$ cat config.mk
export PLATFORM = sky130hd
export DESIGN_NAME = lsu_ctrl_fsm
export DESIGN_NICKNAME = d
export VERILOG_FILES = /design/src/rtl/lsu_pkg.sv /design/src/rtl/lsu_lane_split.sv /design/src/rtl/lsu_edge_pulse.sv /design/src/rtl/lsu_fault_regs.sv /design/src/rtl/lsu_ctrl_fsm.sv
export SDC_FILE = /design/constraint.sdc
export NUM_CORES = 1
export LEC_CHECK = 0
export BUFFER_PORTS_ARGS = -buffer_cell sky130_fd_sc_hd__buf_4
export CAP_MARGIN = 20
export CORE_AREA = 2 2 189 191
export DETAILED_ROUTE_END_ITERATION = 12
export DIE_AREA = 0 0 191 193
export PLACE_DENSITY = 0.79
export REMOVE_ABC_BUFFERS = 1
export SETUP_SLACK_MARGIN = 0.3
export SLEW_MARGIN = 10
export SYNTH_ARGS = -nofsm -noshare
export SYNTH_HDL_FRONTEND = slang
export SYNTH_SLANG_ARGS = --single-unit
export TNS_END_PERCENT = 5
$ cat constraint.sdc
create_clock -name clk -period 2.7 [get_ports clk]
set_clock_uncertainty 0.1 [all_clocks]
set_input_delay 0.405 -clock clk [delete_from_list [all_inputs] [get_ports clk]]
set_output_delay 0.405 -clock clk [all_outputs]
set_load 0.02 [all_outputs]
$ cat src/rtl/lsu_pkg.sv
package lsu_pkg;

  typedef enum logic [2:0] {
    ST_IDLE   = 3'd0,
    ST_SECOND = 3'd1,
    ST_ACKW   = 3'd2,
    ST_MMU    = 3'd3,
    ST_TLBIE  = 3'd4,
    ST_SPWB   = 3'd5,
    ST_DONE   = 3'd6
  } lsu_state_e;

  typedef enum logic [1:0] {
    K_LOAD    = 2'd0,
    K_STORE   = 2'd1,
    K_LOAD_SP = 2'd2,
    K_INVAL   = 2'd3
  } lsu_kind_e;

  localparam int FS_BIT_STORE   = 63 - 38;
  localparam int FS_BIT_PARADOX = 63 - 35;
  localparam logic [3:0] NC_WINDOW = 4'hC;

endpackage

$ cat src/rtl/lsu_lane_split.sv
module lsu_lane_split #(
  parameter int ADDR_W = 64,
  parameter int DATA_W = 64
) (
  input  logic [ADDR_W-1:0]   base_addr,
  input  logic [DATA_W/8-1:0] lane_mask,
  input  logic [DATA_W-1:0]   store_data,
  input  logic                upper_half,
  output logic [ADDR_W-1:0]   part_addr,
  output logic [DATA_W/8-1:0] part_sel,
  output logic [DATA_W-1:0]   part_data,
  output logic                crosses
);
  localparam int LANES = DATA_W / 8;
  localparam int OFF_W = $clog2(LANES);
  localparam int IDX_W = ADDR_W - OFF_W;
  localparam logic [IDX_W-1:0] ONE_WORD = 1;

  function automatic logic [2*LANES-1:0] spread_mask(input logic [LANES-1:0] m,
                                                     input logic [OFF_W-1:0] off);
    return {{LANES{1'b0}}, m} << off;
  endfunction

  function automatic logic [2*DATA_W-1:0] spread_data(input logic [DATA_W-1:0] d,
                                                      input logic [OFF_W-1:0] off);
    return {{DATA_W{1'b0}}, d} << {off, 3'b000};
  endfunction

  logic [OFF_W-1:0]    off;
  logic [IDX_W-1:0]    word_next;
  logic [2*LANES-1:0]  wide_sel;
  logic [2*DATA_W-1:0] wide_data;

  assign off       = base_addr[OFF_W-1:0];
  assign word_next = base_addr[ADDR_W-1:OFF_W] + ONE_WORD;
  assign wide_sel  = spread_mask(lane_mask, off);
  assign wide_data = spread_data(store_data, off);

  assign crosses   = |wide_sel[2*LANES-1:LANES];
  assign part_addr = upper_half ? {word_next, {OFF_W{1'b0}}} : base_addr;
  assign part_sel  = upper_half ? wide_sel[2*LANES-1:LANES] : wide_sel[LANES-1:0];
  assign part_data = upper_half ? wide_data[2*DATA_W-1:DATA_W] : wide_data[DATA_W-1:0];
endmodule

$ cat src/rtl/lsu_edge_pulse.sv
module lsu_edge_pulse (
  input  logic clk,
  input  logic rst_n,
  input  logic level,
  output logic pulse
);
  logic level_q;

  always_ff @(posedge clk) begin
    if (!rst_n) level_q <= 1'b0;
    else        level_q <= level;
  end

  assign pulse = level & ~level_q;
endmodule

$ cat src/rtl/lsu_fault_regs.sv
module lsu_fault_regs #(
  parameter int ADDR_W = 64,
  parameter int FS_W   = 64
) (
  input  logic              clk,
  input  logic              rst_n,
  input  logic              capture,
  input  logic              was_store,
  input  logic              paradox,
  input  logic [ADDR_W-1:0] addr_in,
  output logic [FS_W-1:0]   status,
  output logic [ADDR_W-1:0] fault_addr
);
  import lsu_pkg::*;

  always_ff @(posedge clk) begin
    if (!rst_n) begin
      status     <= '0;
      fault_addr <= '0;
    end else if (capture) begin
      status                 <= '0;
      status[FS_BIT_STORE]   <= was_store;
      status[FS_BIT_PARADOX] <= paradox;
      fault_addr             <= addr_in;
    end
  end
endmodule

$ cat src/rtl/lsu_ctrl_fsm.sv
module lsu_ctrl_fsm #(
  parameter int ADDR_W       = 64,
  parameter int DATA_W       = 64,
  parameter int FS_W         = 64,
  parameter bit UNCACHED_ALL = 1'b0
) (
  input  logic                clk,
  input  logic                rst_n,
  input  logic                req_valid,
  input  logic [1:0]          req_kind,
  input  logic [ADDR_W-1:0]   req_addr,
  input  logic [DATA_W/8-1:0] req_mask,
  input  logic [DATA_W-1:0]   req_wdata,
  output logic                req_ready,
  output logic                done,
  output logic                dc_valid,
  output logic                dc_load,
  output logic                dc_nc,
  output logic [ADDR_W-1:0]   dc_addr,
  output logic [DATA_W/8-1:0] dc_sel,
  output logic [DATA_W-1:0]   dc_wdata,
  input  logic                dc_ack,
  input  logic                dc_err,
  input  logic                dc_paradox,
  output logic                mmu_req,
  output logic                mmu_tlbie,
  output logic [ADDR_W-1:0]   mmu_addr,
  input  logic                mmu_done,
  input  logic                mmu_err,
  input  logic                mmu_invalid,
  input  logic                mmu_badtree,
  input  logic                mmu_perm_err,
  input  logic                mmu_rc_err,
  input  logic                mmu_seg_err,
  output logic                exc_happened,
  output logic                exc_invalid,
  output logic                exc_badtree,
  output logic                exc_perm_err,
  output logic                exc_rc_err,
  output logic                exc_seg_err,
  output logic [FS_W-1:0]     fault_status,
  output logic [ADDR_W-1:0]   fault_addr
);
  import lsu_pkg::*;

  localparam int LANES = DATA_W / 8;

  lsu_state_e        st, st_nxt;
  lsu_kind_e         kind_q;
  logic [ADDR_W-1:0] addr_q;
  logic [LANES-1:0]  mask_q;
  logic [DATA_W-1:0] data_q;
  logic              hi_q;
  logic              req_active, req_active_nxt;
  logic [DATA_W-1:0] wdata_q;

  logic              is_load, is_store;
  logic [ADDR_W-1:0] part_addr;
  logic [LANES-1:0]  part_sel;
  logic [DATA_W-1:0] part_data;
  logic              crosses;

  // named internal events
  logic ev_accept, ev_ack, ev_err_paradox, ev_err_retry;
  logic ev_mmu_ok, ev_mmu_fail, ev_split_more, wvalid;

  assign is_load  = (kind_q == K_LOAD) || (kind_q == K_LOAD_SP);
  assign is_store = (kind_q == K_STORE);

  assign ev_accept      = (st == ST_IDLE) && req_valid;
  assign ev_ack         = (st == ST_ACKW) && dc_ack && !dc_err;
  assign ev_err_paradox = (st == ST_ACKW) && dc_err && dc_paradox;
  assign ev_err_retry   = (st == ST_ACKW) && dc_err && !dc_paradox;
  assign ev_mmu_ok      = (st == ST_MMU) && mmu_done && !mmu_err;
  assign ev_mmu_fail    = (st == ST_MMU) && mmu_err;
  assign ev_split_more  = ev_ack && !hi_q && crosses;
  assign wvalid         = (st == ST_ACKW) && req_active && is_store;

  lsu_lane_split #(.ADDR_W(ADDR_W), .DATA_W(DATA_W)) u_split (
    .base_addr  (addr_q),
    .lane_mask  (mask_q),
    .store_data (data_q),
    .upper_half (hi_q),
    .part_addr  (part_addr),
    .part_sel   (part_sel),
    .part_data  (part_data),
    .crosses    (crosses)
  );

  lsu_edge_pulse u_pulse (
    .clk   (clk),
    .rst_n (rst_n),
    .level (req_active),
    .pulse (dc_valid)
  );

  lsu_fault_regs #(.ADDR_W(ADDR_W), .FS_W(FS_W)) u_fault (
    .clk        (clk),
    .rst_n      (rst_n),
    .capture    (ev_err_paradox | ev_mmu_fail),
    .was_store  (is_store),
    .paradox    (ev_err_paradox),
    .addr_in    (part_addr),
    .status     (fault_status),
    .fault_addr (fault_addr)
  );

  always_comb begin
    st_nxt         = st;
    req_active_nxt = req_active;
    unique case (st)
      ST_IDLE: if (ev_accept) begin
        if (lsu_kind_e'(req_kind) == K_INVAL) st_nxt = ST_TLBIE;
        else begin
          st_nxt         = ST_ACKW;
          req_active_nxt = 1'b1;
        end
      end
      ST_SECOND: begin
        st_nxt         = ST_ACKW;
        req_active_nxt = 1'b1;
      end
      ST_ACKW: begin
        if (ev_err_paradox) begin
          st_nxt         = ST_IDLE;
          req_active_nxt = 1'b0;
        end else if (ev_err_retry) begin
          st_nxt         = ST_MMU;
          req_active_nxt = 1'b0;
        end else if (ev_ack) begin
          req_active_nxt = 1'b0;
          if (ev_split_more)            st_nxt = ST_SECOND;
          else if (kind_q == K_LOAD_SP) st_nxt = ST_SPWB;
          else                          st_nxt = ST_DONE;
        end
      end
      ST_MMU: begin
        if (ev_mmu_fail) st_nxt = ST_IDLE;
        else if (ev_mmu_ok) begin
          st_nxt         = ST_ACKW;
          req_active_nxt = 1'b1;
        end
      end
      ST_TLBIE: if (mmu_done) st_nxt = ST_DONE;
      ST_SPWB:  st_nxt = ST_DONE;
      ST_DONE:  st_nxt = ST_IDLE;
      default:  st_nxt = ST_IDLE;
    endcase
  end

  always_ff @(posedge clk) begin
    if (!rst_n) begin
      st         <= ST_IDLE;
      req_active <= 1'b0;
      kind_q     <= K_LOAD;
      addr_q     <= '0;
      mask_q     <= '0;
      data_q     <= '0;
      hi_q       <= 1'b0;
      wdata_q    <= '0;
    end else begin
      st         <= st_nxt;
      req_active <= req_active_nxt;
      if (ev_accept) begin
        kind_q <= lsu_kind_e'(req_kind);
        addr_q <= req_addr;
        mask_q <= req_mask;
        data_q <= req_wdata;
        hi_q   <= 1'b0;
      end else if (ev_split_more) begin
        hi_q <= 1'b1;
      end
      wdata_q <= wvalid ? part_data : '0;
    end
  end

  generate
    if (UNCACHED_ALL) begin : g_nc_all
      assign dc_nc = 1'b1;
    end else begin : g_nc_window
      assign dc_nc = is_load && (addr_q[31:28] == NC_WINDOW);
    end
  endgenerate

  assign req_ready = (st == ST_IDLE);
  assign done      = (st == ST_DONE);
  assign dc_load   = is_load;
  assign dc_addr   = part_addr;
  assign dc_sel    = part_sel;
  assign dc_wdata  = wdata_q;
  assign mmu_req   = ev_err_retry;
  assign mmu_tlbie = (st == ST_TLBIE);
  assign mmu_addr  = part_addr;

  assign exc_happened = dc_err | mmu_err;
  assign exc_invalid  = mmu_invalid;
  assign exc_badtree  = mmu_badtree;
  assign exc_perm_err = mmu_perm_err;
  assign exc_rc_err   = mmu_rc_err;
  assign exc_seg_err  = mmu_seg_err;
endmodule

### Yosys cells after proc, flatten, opt, wreduce, memory -nomap -nowiden

Cells that the tools add are included.

* bits in registers: 274
* input bits: 151
* output and inout port bits: 341
* logic and storage cells: 85

* add/sub/neg operators: 1
* equal/unequal tests: 17
* shift operators: 2
* mux-type cells: 22
* bitwise logic cells: 5
* reductions and logical operators: 27

Operator list (count)
* $mux 64: 2
* $shl 64x6->128: 1
* $add 61x1->61 const B: 1
* $mux 3: 9
* $pmux 3 s6: 1
* $shl 8x3->16: 1
* $logic_and 1x1->1: 14
* $eq 3x3->1 const B: 3
* $mux 8: 1
* $reduce_or 8->1: 1
* $mux 1: 7
* $eq 3x2->1 const B: 2
* $ne 2x2->1 const B: 3
* $reduce_and 6->1: 1
* $eq 2x2->1 const B: 2
* $eq 4x4->1 const B: 1
* $logic_not 1->1: 4
* $ne 2x1->1 const B: 2
* $ne 4x4->1 const B: 1
* $pmux 1 s4: 1
* $reduce_and 4->1: 1
* $reduce_bool 4->1: 1
* $eq 3x1->1 const B: 1
* $logic_not 3->1: 1
* 10 further kinds: 12

### Depth between registers and ports, before layout

Gate-level depths: netlist (run 1).

* word-level depth: 10
* gate-level depth with buffers: 10
* depth with buffers taken out: 7

### Cells and area by module

Synthesis (run 1) repeated with hierarchy kept, for this count alone.

* cell total of the unflattened synthesis: 1749
* area total of the unflattened synthesis: 14555.2 um^2

By module, submodules not included
* lsu_ctrl_fsm: times used 1, cells an instance 867, area each 7452.1 um^2, sequential area each 4144.0 um^2
* lsu_lane_split: times used 1, cells an instance 603, area each 4048.9 um^2, sequential area each 0.0 um^2
* lsu_fault_regs: times used 1, cells an instance 276, area each 3014.1 um^2, sequential area each 1321.3 um^2
* lsu_edge_pulse: times used 1, cells an instance 3, area each 40.0 um^2, sequential area each 20.0 um^2

### Least setup slack after synthesis (run 1)

No wires, ideal clock.

* path kind: flip-flop to output port
* start: reg addr_q[3]
* end: out mmu_addr[63]
* arrival: 2431 ps
* data required time: 2195 ps
* path slack: -236 ps
* cell stages (with the launch flop): 10
* path buffers: 3
* cells stage by stage: dfxtp_1 -> ha_1 -> and4_1 -> clkbuf_1 -> nand4_1 -> or3_1 -> clkbuf_1 -> nor3_1 -> xor2_1 -> buf_4

* word-level cells in the longest chain between the ends: 2

Ends and longest elaborated chain
* start, declared: RTL line lsu_ctrl_fsm.sv:50 `logic [ADDR_W-1:0] addr_q;`
* start signal, assigned: RTL line lsu_ctrl_fsm.sv:166 `addr_q <= req_addr;`
* $add 61x1->61: RTL line lsu_lane_split.sv:35 `assign word_next = base_addr[ADDR_W-1:OFF_W] + ONE_WORD;`
* $mux 64: RTL line lsu_lane_split.sv:40 `assign part_addr = upper_half ? {word_next, {OFF_W{1'b0}}} : base_addr;`
* end, declared: RTL line lsu_ctrl_fsm.sv:27 `output logic [ADDR_W-1:0] mmu_addr,`

Every way passes these cells.

### Final worst setup path (run 1)

* start: reg addr_q[52]
* end: out mmu_addr[62]

Same word-level chain as after synthesis.

==> summary.txt, run 1 <==
Post-synth top cells - nand2_1, dfxtp_1, a21oi_1, nor2_1, buf_4
vias in the first global route - 14300
core area - 35000 um2
Area contributors post-synth - dfxtp_1, nand2_1, buf_4
ys async rst share - 0
synth-to-layout area growth - 46.0%
first-pass GRT wire length - 78000 um
cell area after synthesis - 14000 um2
synth unique cells - 57
Inst Count DP - 2530
Worst R2R End - u_fault.fault_addr[52]
PwrDens - 748 nW/um2
die area - 36900 um2
Ys Warns - 0
final period utilization - 1.24
CTS root buf - clkbuf_16
ratio of cells with drive above 1 in the final layout - 0.339
share of the synthesized area in the top cell type - 0.391
worst-skew pair later-pin latency - 0.57 ns
gpl congestion - 0.925
# DRC - 0
via count - 15000
combinational share of power - 0.382
fin util - 0.586
slowest CP cell - dfxtp_1
Initial Util - 0.402
port bufs - 419
clock share of power - 0.280
origin of the worst setup path - addr_q[52]
clock sinks - 274
Worst setup EP type - primary output
DP HPWL - 34600 um
count leader, synth - nand2_1
PnR worst setup slack - -0.642 ns
Layout Cells excl Fill - 2718
Setup-failing EPs final - 106
Final min period - 3.34 ns
initial antenna violation count - 2
status - complete, but fails checks
number of flops mapped to enable cells by yosys - 0
drt pass-1 iters - 8
final hold vios - 0
Hold Path Class - in2reg
Longest Clk Path Bufs - 3
count of final max-slew check failures - 0
RSZ-0062 raised after global routing - true
largest net degree at the start of global routing - 92
CTS tree - built
total congestion overflow - 0
switch share - 0.381
initial DRC count - 1605
Nets - 2384
post-synthesis cell count - 1757
Top delay family on crit path - simple AND/OR/NAND/NOR gates
Rows - 69
Seq cells post-synth - 274
CTS clock-pin slew for the worst setup and hold paths - 0.07 ns
reg2reg setup slack - 0.28 ns
CTS buffer count - 30
Max-cap violations - 0
Via density - 5.52
Critical Path End - mmu_addr[62]
Seq/Total Area, Yosys - 0.391
I/O Pins - 492
crit-path max cell delay - 0.49 ns
ANT nets after route - 0
cell taking the most area after synthesis - dfxtp_1
dpl ws - 0.0608 ns
die width - 191 um
Critical Path AT - 2.84 ns
drt wl/cell - 19.9 um
Crit. path cell count - 7
R2R depth - 8
fmax - 299 MHz
Critical Path Fanout Max - 4
Static Leak - 0.00877 uW
CP required - 2.19 ns
CP Class - reg2out
failing checks - setup timing
Die H - 193 um
worst-margin pin slew - 0.840 ns
RR Startpoint - addr_q[9]
Sequential Power Share - 0.338
CP Launch Type - register
ys flop type - dfxtp_1
Max IR drop VDD - 0.590 mV
H-Tree Depth - 1
total length of routed wires - 54200 um
sw power - 5850 uW
WP buf/inv - 2
Mapped Avg Cell Area - 7.99 um2
Critical Path, Cell by Cell - nand4_1 > nor3_2 > nand4_1 > buf_4 > nor4_4 > xor2_2 > buf_4
overall power - 15300 uW
total internal power - 9490 uW
GRT Total Usage - 0.268
Rel. slew slack - 0.439
## final cells by class
type                            instances  area [um2]
Multi-Input combinational cell       1260        8000
Timing Repair Buffer                  633        5250
Clock buffer                           41         863
Inverter                               33         126
Fill cell                            2744       14500
Clock inverter                         13         161
Tap cell                              461         577
Antenna cell                            3        7.51
Sequential cell                       274        5520
## worst register-to-register path: stages (launching register included)
cell,delay (ns)
dfxtp_1,0.34
and4_4,0.25
nand4bb_4,0.18
or3_4,0.54
buf_6,0.16
nor4_4,0.24
xor2_2,0.29
buf_4,0.16
o21ba_1,0.11
## flip-flops by register name, summed over array words and instances, names as in the netlist
name                cells
addr_q                 64
data_q                 64
dc_wdata               64
u_fault.fault_addr     64
mask_q                  8
st                      3
kind_q                  2
u_fault.status          2
hi_q                    1
req_active              1
u_pulse.level_q         1
## placed cells by master (no fill, tap or decap), types with 20 or more instances in the layout
master,instances
o21ba_2,20
dlygate4sd3_1,114
o21ai_0,69
mux2i_1,89
clkbuf_16,31
buf_6,29
buf_4,482
nor2_1,131
a21oi_1,167
xnor2_2,24
nand2_1,371
dfxtp_1,255
conb_1,62
a22oi_1,48
inv_1,26
## timing repair
item,4_1_cts,5_1_grt
endpoints found under the setup margin,143,177
pin swaps,25,24
hold buffers,114,0
hold endpoints to repair,114,0
gates resized for setup,103,82
buffers inserted,7,9
cloned,1,0
## per-stage QoR
step                      cell area, um2  hold slack (ns)  setup TNS [ns]
final                              20500           0.0146          -33.65
after detailed placement           17300            0.349               0
after CTS                          20000         0.000997          -28.69
after global placement             17300            0.343               0
after global routing               20500         -0.00165          -42.21
after floorplan                    12800            0.345         -380.06
## kinds of logic (layout without fill, tap and decap cells)
| group | Yosys count | in the layout | share of synthesized area |
|---|---|---|---|
| flops | 274 | 274 | 0.391 |
| other cells | 1 | 65 | 0.000267 |
| compound gates | 373 | 373 | 0.165 |
| buf+inv | 285 | 720 | 0.113 |
| mux | 120 | 120 | 0.0946 |
| fa+ha+maj | 1 | 1 | 0.000891 |
| xor+xnor | 60 | 60 | 0.0374 |
| simple gates | 643 | 644 | 0.198 |
## worst min-delay path by stage
stage                                startpoint               endpoint  slack [ns]  depth (start not counted)
after floorplan                      data_q[40]             data_q[40]        0.35                          2
after global placement    u_fault.fault_addr[5]  u_fault.fault_addr[5]        0.34                          2
after detailed placement  u_fault.fault_addr[5]  u_fault.fault_addr[5]        0.35                          2
after CTS                         req_wdata[35]             data_q[35]       0.001                          3
after global routing               req_addr[61]             addr_q[61]      -0.002                          3
final                              req_addr[61]             addr_q[61]        0.01                          3
## metal layers
layer / share of wire / vias up / global-route usage / wire, um
met4: 0.054 / 0 / 0.114 / 2920
met2: 0.49 / 1011 / 0.469 / 26300
met1: 0.37 / 7055 / 0.327 / 20300
li1: - / 6714 / - / -
met5: 0 / - / 0 / 0
met3: 0.087 / 227 / 0.0440 / 4710
## power groups by stage
stage / sequential [uW] / combinational, uW / clock (uW)
after floorplan: 5310 / 2980 / 0
after global placement: 5130 / 5220 / 0
after detailed placement: 5160 / 5290 / 0
after CTS: 5110 / 5610 / 4330
after global routing: 5240 / 6220 / 4500
final: 5190 / 5860 / 4290
Power figures use the tool's default switching activity.
==> run 2, diff against run 1 <==
PLACE_DENSITY = 0.69   (was 0.79)
==> summary.txt, run 2 (synthesis gave the netlist of run 1 again) <==
gpl congestion - 0.908
# DRC - 0
Top delay family on crit path - simple AND/OR/NAND/NOR gates
core area - 35000 um2
WL met2 - 25500 um
total internal power - 9490 uW
first-pass GRT wire length - 76100 um
Setup-failing EPs final - 105
initial antenna violation count - 5
status - complete, but fails checks
Critical Path Fanout Max - 4
Longest Clk Path Bufs - 3
die width - 191 um
Die H - 193 um
DP HPWL - 35700 um
total length of routed wires - 51900 um
crit-path max cell delay - 0.44 ns
port bufs - 419
wl on met1 - 20600 um
die area - 36900 um2
Max IR drop VDD - 0.574 mV
highest metal used - met4
CP Class - reg2out
final hold vios - 0
Via density - 5.29
Static Leak - 0.00879 uW
WP buf/inv - 3
via count - 14400
final period utilization - 1.17
clock sinks - 274
ANT nets after route - 0
H-Tree Depth - 1
drt wl/cell - 19.1 um
Initial Util - 0.402
fmax - 316 MHz
Critical Path, Cell by Cell - ha_4 > and4_4 > nand4_1 > or3_4 > buf_4 > nor3_4 > xor2_1 > buf_4 > buf_6
drt pass-1 iters - 5
RSZ-0062 raised after global routing - true
CTS root buf - clkbuf_16
initial DRC count - 1013
I/O Pins - 492
commonest non-fill, non-tap cell in the layout - buf_4
failing checks - setup timing
Critical Path AT - 2.66 ns
worst-skew pair later-pin latency - 0.56 ns
commonest non-fill, non-tap cells in the layout - buf_4, nand2_1, dfxtp_1
Final min period - 3.16 ns
PnR worst setup slack - -0.465 ns
total congestion overflow - 0
Rel. slew slack - 0.403
Max-cap violations - 0
Sequential Power Share - 0.337
dpl cell area - 17400 um2
design area - 20500 um2
Worst setup EP type - primary output
slowest CP cell - or3_4
clock share of power - 0.277
PwrDens - 744 nW/um2
metal3 WL - 3670 um
CP Launch Type - register
CTS clock-pin slew for the worst setup and hold paths - 0.06 ns
count of final max-slew check failures - 0
worst-margin pin slew - 0.893 ns
CTS buffer count - 31
ratio of cells with drive above 1 in the final layout - 0.349
synth-to-layout area growth - 45.7%
largest net degree at the start of global routing - 106
CP required - 2.19 ns
vias in the first global route - 13900
GRT Total Usage - 0.263
Rows - 69
CTS tree - built
CP dominant cell by count - buf_4
combinational share of power - 0.385
Nets - 2378
switch share - 0.377
dpl ws - 0.0579 ns
Hold Path Class - in2reg
sw power - 5730 uW
run 2: final timing paths:
path	from	endpoint	slack (ns)	cells past startpoint
hold reg to reg	u_fault.fault_addr[24]	u_fault.fault_addr[24]	0.36	2
setup / recovery	addr_q[3]	mmu_addr[63]	-0.46	9
hold / removal	req_addr[4]	addr_q[4]	0.02	3
setup reg to reg	addr_q[3]	u_fault.fault_addr[63]	0.26	10
run 2: per-stage QoR:
stage          instances  setup TNS (ns)  total power (uW)  utilization  hold slack [ns]
3_3_place_gp        2538               0             10500        0.497            0.345
4_1_cts             2701          -25.93             15000        0.570         0.000217
6_report            2716          -25.73             15200        0.585           0.0160
2_1_floorplan       1566         -380.06              8300            -            0.345
5_1_grt             2716          -36.95             15900        0.585          0.00923
3_5_place_dp        2538               0             10600        0.497            0.350
run 2: timing repair:
item / CTS / global route
pin swaps: 22 / 33
hold buffers: 99 / 0
cloned: 1 / 0
endpoints found under the hold margin: 99 / 0
setup buffers: 6 / 10
endpoints found under the setup margin: 150 / 180
resized for setup: 95 / 101
run 2: cell type report:
cell class | count | area (um2)
Antenna cell | 5 | 12.5
Tap cell | 461 | 577
Clock buffer | 45 | 930
Inverter | 33 | 126
Sequential cell | 274 | 5520
Clock inverter | 12 | 101
Timing Repair Buffer | 626 | 5170
Fill cell | 2986 | 14500
Multi-Input combinational cell | 1260 | 8020
run 2: worst min-delay path, cell delays in order:
cell	delay, ns
buf_4	0.11
nand2_1	0.06
a21oi_1	0.06
run 2: layer usage:
metal | up-vias | GRT usage
li1 | 6702 | -
met5 | - | 0
met4 | 0 | 0.120
met3 | 127 | 0.0404
met1 | 6854 | 0.317
met2 | 684 | 0.463
run 2: power groups by stage:
stage | Clock [uW] | Combinational (uW) | Sequential, uW
6_report | 4220 | 5860 | 5140
4_1_cts | 4280 | 5670 | 5090
3_5_place_dp | 0 | 5410 | 5150
2_1_floorplan | 0 | 2980 | 5310
5_1_grt | 4420 | 6270 | 5210
3_3_place_gp | 0 | 5370 | 5120
==> run 3, diff against run 2 <==
ABC_AREA = 1   (was not set)
CORE_AREA = 2 2 192 194   (was 2 2 189 191)
DIE_AREA = 0 0 194 196   (was 0 0 191 193)
PLACE_DENSITY = 0.7   (was 0.69)
==> summary.txt, run 3 <==
Seq/Total Area, Yosys - 0.370
sw power - 8260 uW
gpl congestion - 0.922
number of flops mapped to enable cells by yosys - 0
Rel. slew slack - 0.565
Critical Path AT - 2.48 ns
Rows - 70
clock sinks - 274
I/O Pins - 492
CP Launch Type - register
overall power - 19100 uW
Worst setup EP type - primary output
ANT nets after route - 0
CTS buffer count - 30
CP Class - reg2out
GRT Total Usage - 0.262
die area - 38000 um2
Nets - 2669
Seq cells post-synth - 274
Max-cap violations - 0
Longest Clk Path Bufs - 3
ys flop type - dfxtp_1
total internal power - 10900 uW
Layout Cells excl Fill - 3010
# DRC - 0
H-Tree Depth - 1
share of the synthesized area in the top cell type - 0.370
PwrDens - 934 nW/um2
design area - 20500 um2
vias in the first global route - 14900
via count - 15700
Mapped Avg Cell Area - 6.93 um2
CP required - 2.19 ns
Inst Count DP - 2885
count of final max-slew check failures - 0
Static Leak - 0.00950 uW
Via density - 5.21
drt pass-1 iters - 6
ys async rst share - 0
Ys Warns - 0
Max IR drop VDD - 0.759 mV
worst-margin pin slew - 0.652 ns
Final min period - 2.99 ns
post-synthesis cell count - 2138
synth unique cells - 46
DP HPWL - 39000 um
largest net degree at the start of global routing - 93
setup total negative slack - -9.45 ns
die width - 194 um
synth-to-layout area growth - 38.4%
CTS tree - built
ratio of cells with drive above 1 in the final layout - 0.313
cell taking the most area after synthesis - dfxtp_1
commonest non-fill, non-tap cells in the layout - buf_4, nand2_1, o21ai_0
count leader, synth - nand2_1
reg2reg setup slack - 0.53 ns
Post-synth top cells - nand2_1, dfxtp_1, o21ai_0, inv_1, a21oi_1
drt wl/cell - 17.8 um
Setup-failing EPs final - 79
initial antenna violation count - 2
PnR worst setup slack - -0.288 ns
total length of routed wires - 53500 um
switch share - 0.432
Area contributors post-synth - dfxtp_1, nand2_1, o21ai_0
cell area after synthesis - 14800 um2
fin util - 0.568
Critical Path Fanout Max - 4
fmax - 335 MHz
port bufs - 419
core area - 36100 um2
combinational share of power - 0.472
Die H - 196 um
Hold Path Class - in2reg
commonest non-fill, non-tap cell in the layout - buf_4
Sequential Power Share - 0.299
final hold vios - 0
final period utilization - 1.11
total congestion overflow - 0
CTS clock-pin slew for the worst setup and hold paths - 0.06 ns
first-pass GRT wire length - 80200 um
RSZ-0062 raised after global routing - true
worst-skew pair later-pin latency - 0.56 ns
clock share of power - 0.229
dpl cell area - 17800 um2
Initial Util - 0.411
initial DRC count - 1110
failing checks - setup timing
CTS root buf - clkbuf_16
status - complete, but fails checks
## run 3: changes by cell type in the layout (fill, tap and decap cells not counted), moves of 22 or more
cell,change
nand3_1,+51
xnor2_2,-25
nand2_2,+33
mux2i_1,-64
inv_1,+198
nor2_1,-25
o221ai_1,+26
o21ai_0,+183
o21bai_1,+22
buf_4,-26
a22oi_1,-48
dlygate4sd3_1,-66
## run 3: cell type report
| cell class | count | area (um2) |
|---|---|---|
| antenna | 2 | 5.00 |
| clock buffer | 47 | 937 |
| clock inverter | 8 | 129 |
| fill | 3343 | 15600 |
| inverter | 253 | 963 |
| multi-input combinational | 1415 | 7940 |
| sequential | 274 | 5560 |
| tap | 468 | 586 |
| timing repair buffer | 543 | 4380 |
## run 3: worst max-delay path: stages (launching register included)
cell and delay, ns:
dfxtp_1 0.36, inv_1 0.11, nor3_4 0.21, buf_4 0.17, nand2_1 0.08, nor2_2 0.16
nand2_1 0.08, nor2_1 0.13, xor2_1 0.21, nand2_1 0.13, nand2_2 0.12, buf_4 0.15
## run 3: metal layers
layer	track usage	wire length, um
met4	0.0985	2100
met1	0.311	20500
met3	0.0401	4240
met2	0.476	26600
met5	0	0
## run 3: repair_timing
item                       4_1_cts  5_1_grt
hold endpoints to repair        33        0
pin swaps                       40       47
setup endpoints to repair      128      129
hold buffers                    33        0
setup buffers                   20       15
gates resized for setup        164      112
## run 3: path summary, 6_finish.rpt
| kind | from | endpoint | cells after the start |
|---|---|---|---|
| max | addr_q[10] | mmu_addr[58] | 11 |
| min | req_addr[9] | addr_q[9] | 3 |
| max reg2reg | hi_q | dc_wdata[3] | 8 |
| min reg2reg | data_q[10] | data_q[10] | 2 |
## run 3: cell families after synthesis
| family | after synthesis | synth area share |
|---|---|---|
| adder cells (fa/ha/maj) | 1 | 0.000844 |
| AO/OA/AOI/OAI | 529 | 0.194 |
| flip-flops | 274 | 0.370 |
| buffers and inverters | 510 | 0.166 |
| AND/OR/NAND/NOR | 748 | 0.222 |
| multiplexers | 24 | 0.0162 |
| other | 1 | 0.000253 |
| XOR/XNOR | 51 | 0.0301 |
## run 3: power groups by stage
stage | registers (uW) | logic [uW] | clock network [uW]
after floorplan | 5680 | 3840 | 0
after global placement | 5620 | 8300 | 0
after detailed placement | 5650 | 8400 | 0
after CTS | 5650 | 8780 | 4440
after global routing | 5820 | 9770 | 4600
final | 5720 | 9040 | 4380
## run 3: metrics by stage
stage | setup slack [ns] | hold slack [ns]
floorplan | -3.63 | 0.329
global placement | 0.135 | 0.349
detailed placement | 0.173 | 0.354
CTS | -0.281 | 0.000478
global route | -0.335 | 0.00488
finish | -0.288 | 0.0126
